`config.mk`:
```
export PLATFORM = sky130hd
export DESIGN_NAME = irq_mask_status
export DESIGN_NICKNAME = d
export VERILOG_FILES = /design/src/rtl/irq_mask_status_pkg.sv /design/src/rtl/irq_mask_status_ctrl.sv /design/src/rtl/irq_mask_status_dp.sv /design/src/rtl/irq_mask_status.sv
export SDC_FILE = /design/constraint.sdc
export NUM_CORES = 1
export LEC_CHECK = 0
export BUFFER_PORTS_ARGS = -buffer_cell sky130_fd_sc_hd__buf_2
export CAP_MARGIN = 20
export CORE_MARGIN = 5
export CORE_UTILIZATION = 45
export CTS_CLUSTER_DIAMETER = 40
export DETAILED_ROUTE_END_ITERATION = 10
export PLACE_DENSITY_LB_ADDON = 0.05
export SLEW_MARGIN = 20
export SYNTH_ARGS = -nofsm -noshare
export SYNTH_HDL_FRONTEND = slang
export SYNTH_SLANG_ARGS = --single-unit
```
`constraint.sdc`:
```
create_clock -name clk -period 3.9 [get_ports clk]
set_clock_uncertainty 0.1 [all_clocks]
set_input_delay 1.17 -clock clk [delete_from_list [all_inputs] [get_ports clk]]
set_output_delay 1.17 -clock clk [all_outputs]
set_load 0.01 [all_outputs]
```
`src/rtl/irq_mask_status_pkg.sv`:
```
package irq_mask_status_pkg;

  // Strobes from address decode to the register datapath
  typedef struct packed {
    logic maskSet;   // merge write data into mask
    logic pendClr;   // clear pending bits written as one
    logic rdMask;    // drive mask onto read bus
    logic rdPend;    // drive pending onto read bus
  } picStrobe_t;

  function automatic logic [15:0] sprIndex(input int unsigned grp, input int unsigned num,
                                           input int unsigned numW);
    sprIndex = 16'((grp << numW) + num);
  endfunction

endpackage

```
`src/rtl/irq_mask_status_ctrl.sv`:
```
module irq_mask_status_ctrl
  import irq_mask_status_pkg::*;
#(
  parameter int ADDR_W   = 16,
  parameter int NUM_W    = 11,
  parameter int GROUP    = 9,
  parameter int MASK_NUM = 0,
  parameter int PEND_NUM = 2
) (
  input  logic              sprWe,
  input  logic              sprRe,
  input  logic [ADDR_W-1:0] sprAddr,
  output picStrobe_t        strobe,
  output logic              hit
);

  localparam int GRP_W = ADDR_W - NUM_W;
  localparam logic [GRP_W-1:0] GROUP_CODE = GRP_W'(GROUP);
  localparam logic [NUM_W-1:0] MASK_CODE  = NUM_W'(MASK_NUM);
  localparam logic [NUM_W-1:0] PEND_CODE  = NUM_W'(PEND_NUM);

  logic groupMatch;
  logic isMask;
  logic isPend;

  always_comb begin
    groupMatch = (sprAddr[ADDR_W-1:NUM_W] == GROUP_CODE);
    isMask     = groupMatch && (sprAddr[NUM_W-1:0] == MASK_CODE);
    isPend     = groupMatch && (sprAddr[NUM_W-1:0] == PEND_CODE);
    hit        = isMask || isPend;

    strobe.maskSet = sprWe && isMask;
    strobe.pendClr = sprWe && isPend;
    strobe.rdMask  = sprRe && isMask;
    strobe.rdPend  = sprRe && isPend;
  end

endmodule

```
`src/rtl/irq_mask_status_dp.sv`:
```
module irq_mask_status_dp
  import irq_mask_status_pkg::*;
#(
  parameter int DATA_W = 32
) (
  input  logic              clk,
  input  logic              rstN,
  input  picStrobe_t        strobe,
  input  logic [DATA_W-1:0] irqLines,
  input  logic [DATA_W-1:0] wrData,
  output logic [DATA_W-1:0] rdData,
  output logic [DATA_W-1:0] maskQ,
  output logic [DATA_W-1:0] pendQ,
  output logic              irqReq
);

  // Mask: bits only ever accumulate
  always_ff @(posedge clk) begin
    if (!rstN) begin
      maskQ <= '0;
    end else if (strobe.maskSet) begin
      maskQ <= maskQ | wrData;
    end
  end

  // Pending: one cell per line, set has priority over clear
  for (genvar b = 0; b < DATA_W; b++) begin : g_pend
    always_ff @(posedge clk) begin
      if (!rstN) begin
        pendQ[b] <= 1'b0;
      end else if (irqLines[b]) begin
        pendQ[b] <= 1'b1;
      end else if (strobe.pendClr && wrData[b]) begin
        pendQ[b] <= 1'b0;
      end
    end
  end

  always_comb begin
    rdData = '0;
    if (strobe.rdMask) rdData = maskQ;
    if (strobe.rdPend) rdData = pendQ;
    irqReq = |(pendQ & maskQ);
  end

endmodule

```
`src/rtl/irq_mask_status.sv`:
```
module irq_mask_status
  import irq_mask_status_pkg::*;
#(
  parameter int DATA_W   = 32,
  parameter int ADDR_W   = 16,
  parameter int NUM_W    = 11,
  parameter int GROUP    = 9,
  parameter int MASK_NUM = 0,
  parameter int PEND_NUM = 2
) (
  input  logic              clk,
  input  logic              rstN,
  input  logic [DATA_W-1:0] irqLines,
  input  logic              sprWe,
  input  logic              sprRe,
  input  logic [ADDR_W-1:0] sprAddr,
  input  logic [DATA_W-1:0] sprWdata,
  output logic [DATA_W-1:0] sprRdata,
  output logic              sprHit,
  output logic              irqReq
);

  picStrobe_t        strobe;
  logic [DATA_W-1:0] maskQ;
  logic [DATA_W-1:0] pendQ;

  irq_mask_status_ctrl #(
    .ADDR_W(ADDR_W), .NUM_W(NUM_W), .GROUP(GROUP),
    .MASK_NUM(MASK_NUM), .PEND_NUM(PEND_NUM)
  ) i_ctrl (
    .sprWe  (sprWe),
    .sprRe  (sprRe),
    .sprAddr(sprAddr),
    .strobe (strobe),
    .hit    (sprHit)
  );

  irq_mask_status_dp #(.DATA_W(DATA_W)) i_dp (
    .clk     (clk),
    .rstN    (rstN),
    .strobe  (strobe),
    .irqLines(irqLines),
    .wrData  (sprWdata),
    .rdData  (sprRdata),
    .maskQ   (maskQ),
    .pendQ   (pendQ),
    .irqReq  (irqReq)
  );

endmodule

```
# Yosys cells after proc, flatten, opt, wreduce, memory -nomap -nowiden
# Index checks and enable logic that the tools add are counted.
# W data, S select, Z words.
[word_totals]
inputBits = 84
output_inout_bits = 34
wordCells = 176
reg_bits = 64
[classes]
mux = 66
bitwise = 2
n_eq_ne = 2
reduce_logical = 73
[ops]
columns = ["cell", "count"]
rows = [
  ["$mux W1", 64],
  ["$mux W32", 2],
  ["$reduce_bool A2 Y1", 32],
  ["$logic_and A1 B1 Y1", 38],
  ["$and A32 B32 Y32", 1],
  ["$or A32 B32 Y32", 1],
  ["$reduce_or A32 Y1", 1],
  ["$eq A11 B2 Y1 const B", 1],
  ["$logic_not A11 Y1", 1],
  ["$eq A5 B4 Y1 const B", 1],
  ["$logic_or A1 B1 Y1", 1],
]

# Logic depth before layout (Yosys ltp)
[depth]
ltp_word = 6
ltp_mapped = 6
ltp_nobuf = 4

# Cells and area by module
# A second synthesis with hierarchy kept.
[hier_totals]
hier_cells = 373
area_unflattened_um2 = 2846.5
[by_module_without_submodules]
columns = ["mod", "seq_area_each_um2", "cells_each", "instances", "area_each_um2"]
rows = [
  ["irq_mask_status_dp", 1281.2, 364, 1, 2766.4],
  ["irq_mask_status_ctrl", 0.0, 9, 1, 80.1],
]

# Worst setup path after synthesis
# No wires, ideal clock.
[synth_path]
path_kind = "input-to-output"
start = "input port sprAddr[15]"
end = "output port sprRdata[10]"
t_required_ps = 2630
n_path_buf = 2
path_slack_ps = 390
arrival_time_ps = 2240
cell_stages = 6
path_cell_list = "nor4b_1 > and4_1 > and3_1 > buf_2 > buf_4 > a22o_1"
[synth_between]
elab_chain_len = 5
word_cells_on_any_way = 7
classes_between = "eq/ne: 1; mux: 2; reduce/logical: 4"
[synth_lines]
columns = ["item", "line", "source"]
rows = [
  ["from (decl)", "irq_mask_status.sv:16", "input logic [ADDR_W-1:0] sprAddr,"],
  ["$eq A5 B4 Y1 (*)", "irq_mask_status_ctrl.sv:27", "groupMatch = (sprAddr[ADDR_W-1:NUM_W] == GROUP_CODE);"],
  ["$logic_and A1 B1 Y1", "irq_mask_status_ctrl.sv:28", "isMask = groupMatch && (sprAddr[NUM_W-1:0] == MASK_CODE);"],
  ["$logic_and A1 B1 Y1", "irq_mask_status_ctrl.sv:34", "strobe.rdMask = sprRe && isMask;"],
  ["$mux W32", "irq_mask_status_dp.sv:41", "if (strobe.rdMask) rdData = maskQ;"],
  ["$mux W32 (*)", "irq_mask_status_dp.sv:42", "if (strobe.rdPend) rdData = pendQ;"],
  ["to (decl)", "irq_mask_status.sv:18", "output logic [DATA_W-1:0] sprRdata,"],
]
# Mark *: on every way between the ends. The rest lies on a longest branch, timed or not.

# Final worst setup path
[layout_path]
start = "input port sprAddr[13]"
end = "output port sprRdata[12]"
# Same word-level chain as after synthesis.

==> results.txt <==
----------------------------------------------------
[Outcome]
  Run status ... finished, final reports clean

[Placed design]
  Worst slack after detailed placement ... 0.0317 ns
  Detailed placement HPWL ... 5.76 mm
  Port buffer count ... 117
  Final estimated routing congestion in global placement ... 0.768
  Placed standard-cell area ... 0.00340 sq mm
  DP Cell Count ... 458

[Logic synthesis]
  Part of the Yosys area used for sequential elements ... 45.7%
  Count of mapped cells out of synthesis ... 285
  Synthesis-stage register bit count ... 64
  Most area-hungry cell type in the Yosys netlist ... sky130_fd_sc_hd__dfxtp_1
  Synth cell types ... 21
  Yosys warns ... 0
  Synthesized net count ... 369
  Cell types with the largest area share after synthesis ... sky130_fd_sc_hd__dfxtp_1 (46%), sky130_fd_sc_hd__a22o_1 (19%), sky130_fd_sc_hd__a41oi_1 (10%)
  Post-Syn Area per Cell ... 9.83 sq um
  Top-area cell type share of the netlist area ... 45.7%
  Synth Cell Area ... 0.00280 sq mm

[Clock network]
  Clock latency on the worst-skew pair ... 0.33 ns
  Register clock-pin slew on the reported worst setup and hold paths ... 0.07 ns
  Clock tree from TritonCTS ... yes
  Clock Root Buffer ... sky130_fd_sc_hd__clkbuf_8
  Number of levels the H-tree was split into ... 3
  Total clock buffers created by CTS ... 9
  CTS sink count ... 64
  Maximum buffer depth of the clock tree ... 2

[Routing]
  Met3 wire length ... 646 microns
  DR iter-0 viols ... 204
  Wire length per cell after detailed routing ... 18.4 microns
  Remaining design rule violation count ... 0
  Routed met2 length ... 4.07 mm
  Drt total wl ... 8.80 mm
  Post-DR vias/cell ... 5.94
  Number of optimization iterations in the first detailed-route pass ... 4
  Wire length the detailed router placed on met1 ... 4.01 mm
  Remaining antenna violation count ... 0
  Number of vias after detailed routing ... 2843
  Highest Signal Layer ... met4

[Timing]
  Final WS setup ... 0.0119 ns
  Final setup fails ... 0
  Setup tns final ... 0 ns
  Final worst-path cycle share ... 99.7%
  Min Clock Period, post-route ... 3.89 ns
  Highest clock frequency the design can meet ... 0.257 GHz
  Worst-case headroom to the max-slew limit ... 58.4%
  Setup repair after global routing missed its margin ... yes
  Hold violation total from the final report ... 0
  Transition time of the tightest slew-check pin ... 0.624 ns
  Final Slew Violations ... 0
  Smallest hold slack ... 0.411 ns

[Floorplanning]
  I/O pins ... 118
  Die extent in x ... 88.9 microns
  Starting density of the core ... 46.8%
  Height of the die ... 88.9 microns
  Number of placement rows ... 28
  Core Area ... 0.00599 sq mm
  Floorplan die area ... 0.00790 sq mm

[Cells and area]
  Non-filler cells in the finished layout ... 479
  Count of nets after finishing ... 483
  Antenna diode count ... 0
  Most common library cell in the layout ignoring fill and taps ... sky130_fd_sc_hd__buf_2
  Layout overhead on the synthesized area ... 34.9%
  Post-route cell area ... 0.00378 sq mm
  Most frequent cells in the layout ... sky130_fd_sc_hd__buf_2 (112), sky130_fd_sc_hd__dfxtp_1 (64), sky130_fd_sc_hd__a22o_1 (60)
  Core occupancy in the finished layout ... 63.1%
  Fraction of layout cells with a size suffix above 1 ... 36.6%

[Global routing]
  Global route overflow ... 0
  Global-route wire length before repair ... 13.0 mm
  Number of antenna violations at the first check in global routing ... 0
  Vias in the first global route ... 2702
  Maximum number of pins on one net before global-route repair ... 65
  Global router's overall resource usage ... 21.4%

[Worst hold path]
  Min-delay worst type ... register to register
  Cell depth of the worst hold path ... 1

[Worst setup path]
  Critical path data required time ... 2.63 ns
  Crit path cell chain ... buf_6 > nor4b_4 > and4_4 > and3b_2 > clkbuf_16 > a22o_1 > buf_2
  R2R Path End ... i_dp.pendQ[22]
  Setup crit end kind ... primary output
  Largest fanout of any net on the critical path ... 8
  Critical path class ... input pin to primary output
  Data arrival time of the worst path ... 2.62 ns
  Worst setup path startpoint ... sprAddr[13]
  Type of element launching the critical path ... input pin
  Worst reg2reg startpoint ... i_dp.pendQ[22]
  Count of cells along the worst register-to-register path ... 2
  Reg2Reg Setup Slack ... 3.03 ns
  Cell with the biggest individual delay on the critical path ... sky130_fd_sc_hd__and3b_2
  Destination of the critical timing path ... sprRdata[12]
  Maximum cell stage delay along the critical path ... 0.33 ns

[Run]
  Max Cap Violations ... 0

[Power and ir drop]
  Static Leak ... 1.78 nW
  Largest vdd supply drop ... 0.225 mV
  Post-layout total power ... 1.46 mW
  P per Cell Area ... 386 mW/mm^2

----------------------------------------------------
power by group:
group	internal, mW	switching, mW
clock network	0.413	0.240
registers	0.678	0.0190
logic	0.0541	0.0563
total	1.14	0.315
flip-flops by register name, indices dropped and copies added, names as in the netlist:
register / count
i_dp.maskQ: 32
i_dp.pendQ: 32
layout make-up:
type / instances / area [sq um]
Fill cell: 543 / 2210
Sequential cell: 64 / 1280
Multi-Input combinational cell: 163 / 1280
Timing Repair Buffer: 129 / 771
Clock buffer: 14 / 173
Inverter: 32 / 120
Tap cell: 75 / 93.8
Clock inverter: 2 / 60.1
per-layer routing:
layer / global-route usage (%) / vias to the layer above
li1: - / 1352
met2: 35.6 / 125
met4: 5.22 / 0
met5: 0 / -
met3: 6.73 / 6
met1: 27.0 / 1360
worst min path at each step:
stage	start	end	slack [ns]
final	i_dp.maskQ[8]	i_dp.maskQ[8]	0.41
after global routing	i_dp.maskQ[29]	i_dp.maskQ[29]	0.43
after CTS	i_dp.maskQ[28]	i_dp.maskQ[28]	0.41
after detailed placement	i_dp.maskQ[21]	i_dp.maskQ[21]	0.40
after global placement	i_dp.maskQ[15]	i_dp.maskQ[15]	0.39
after floorplan	i_dp.maskQ[15]	i_dp.maskQ[15]	0.37
kinds of logic (layout without fill, tap and decap cells):
group	Yosys count	count (layout)	share of synthesized area, %
simple gates	19	19	4.60
flops	64	64	45.7
buf+inv	58	177	10.0
compound gates	144	144	39.7
cells in the mapped netlist:
master,count
sky130_fd_sc_hd__nor4_1,1
sky130_fd_sc_hd__buf_6,5
sky130_fd_sc_hd__a41oi_1,32
sky130_fd_sc_hd__buf_2,5
sky130_fd_sc_hd__nor3_1,1
sky130_fd_sc_hd__nor2b_1,5
sky130_fd_sc_hd__buf_4,5
sky130_fd_sc_hd__nand4_1,4
sky130_fd_sc_hd__or4_1,1
sky130_fd_sc_hd__and3b_1,1
sky130_fd_sc_hd__a31oi_1,4
sky130_fd_sc_hd__and3_1,2
sky130_fd_sc_hd__a22oi_1,16
sky130_fd_sc_hd__o21ai_0,32
sky130_fd_sc_hd__inv_1,32
sky130_fd_sc_hd__dfxtp_1,64
sky130_fd_sc_hd__and2_1,1
sky130_fd_sc_hd__a22o_1,60
sky130_fd_sc_hd__clkbuf_1,11
sky130_fd_sc_hd__nor4b_1,2
sky130_fd_sc_hd__and4_1,1
timing repair:
action	CTS	global route
gates resized for setup	0	12
hold buffers	0	0
setup endpoints to repair	0	32
setup buffers	0	2
critical path: cells and delay by family:
kind / cells / cell delay (ns)
buffers and inverters: 3 / 0.44
and+or+nand+nor: 3 / 0.87
AOI/OAI and AO/OA: 1 / 0.14
No activity file was read; power rests on OpenSTA's default activity.
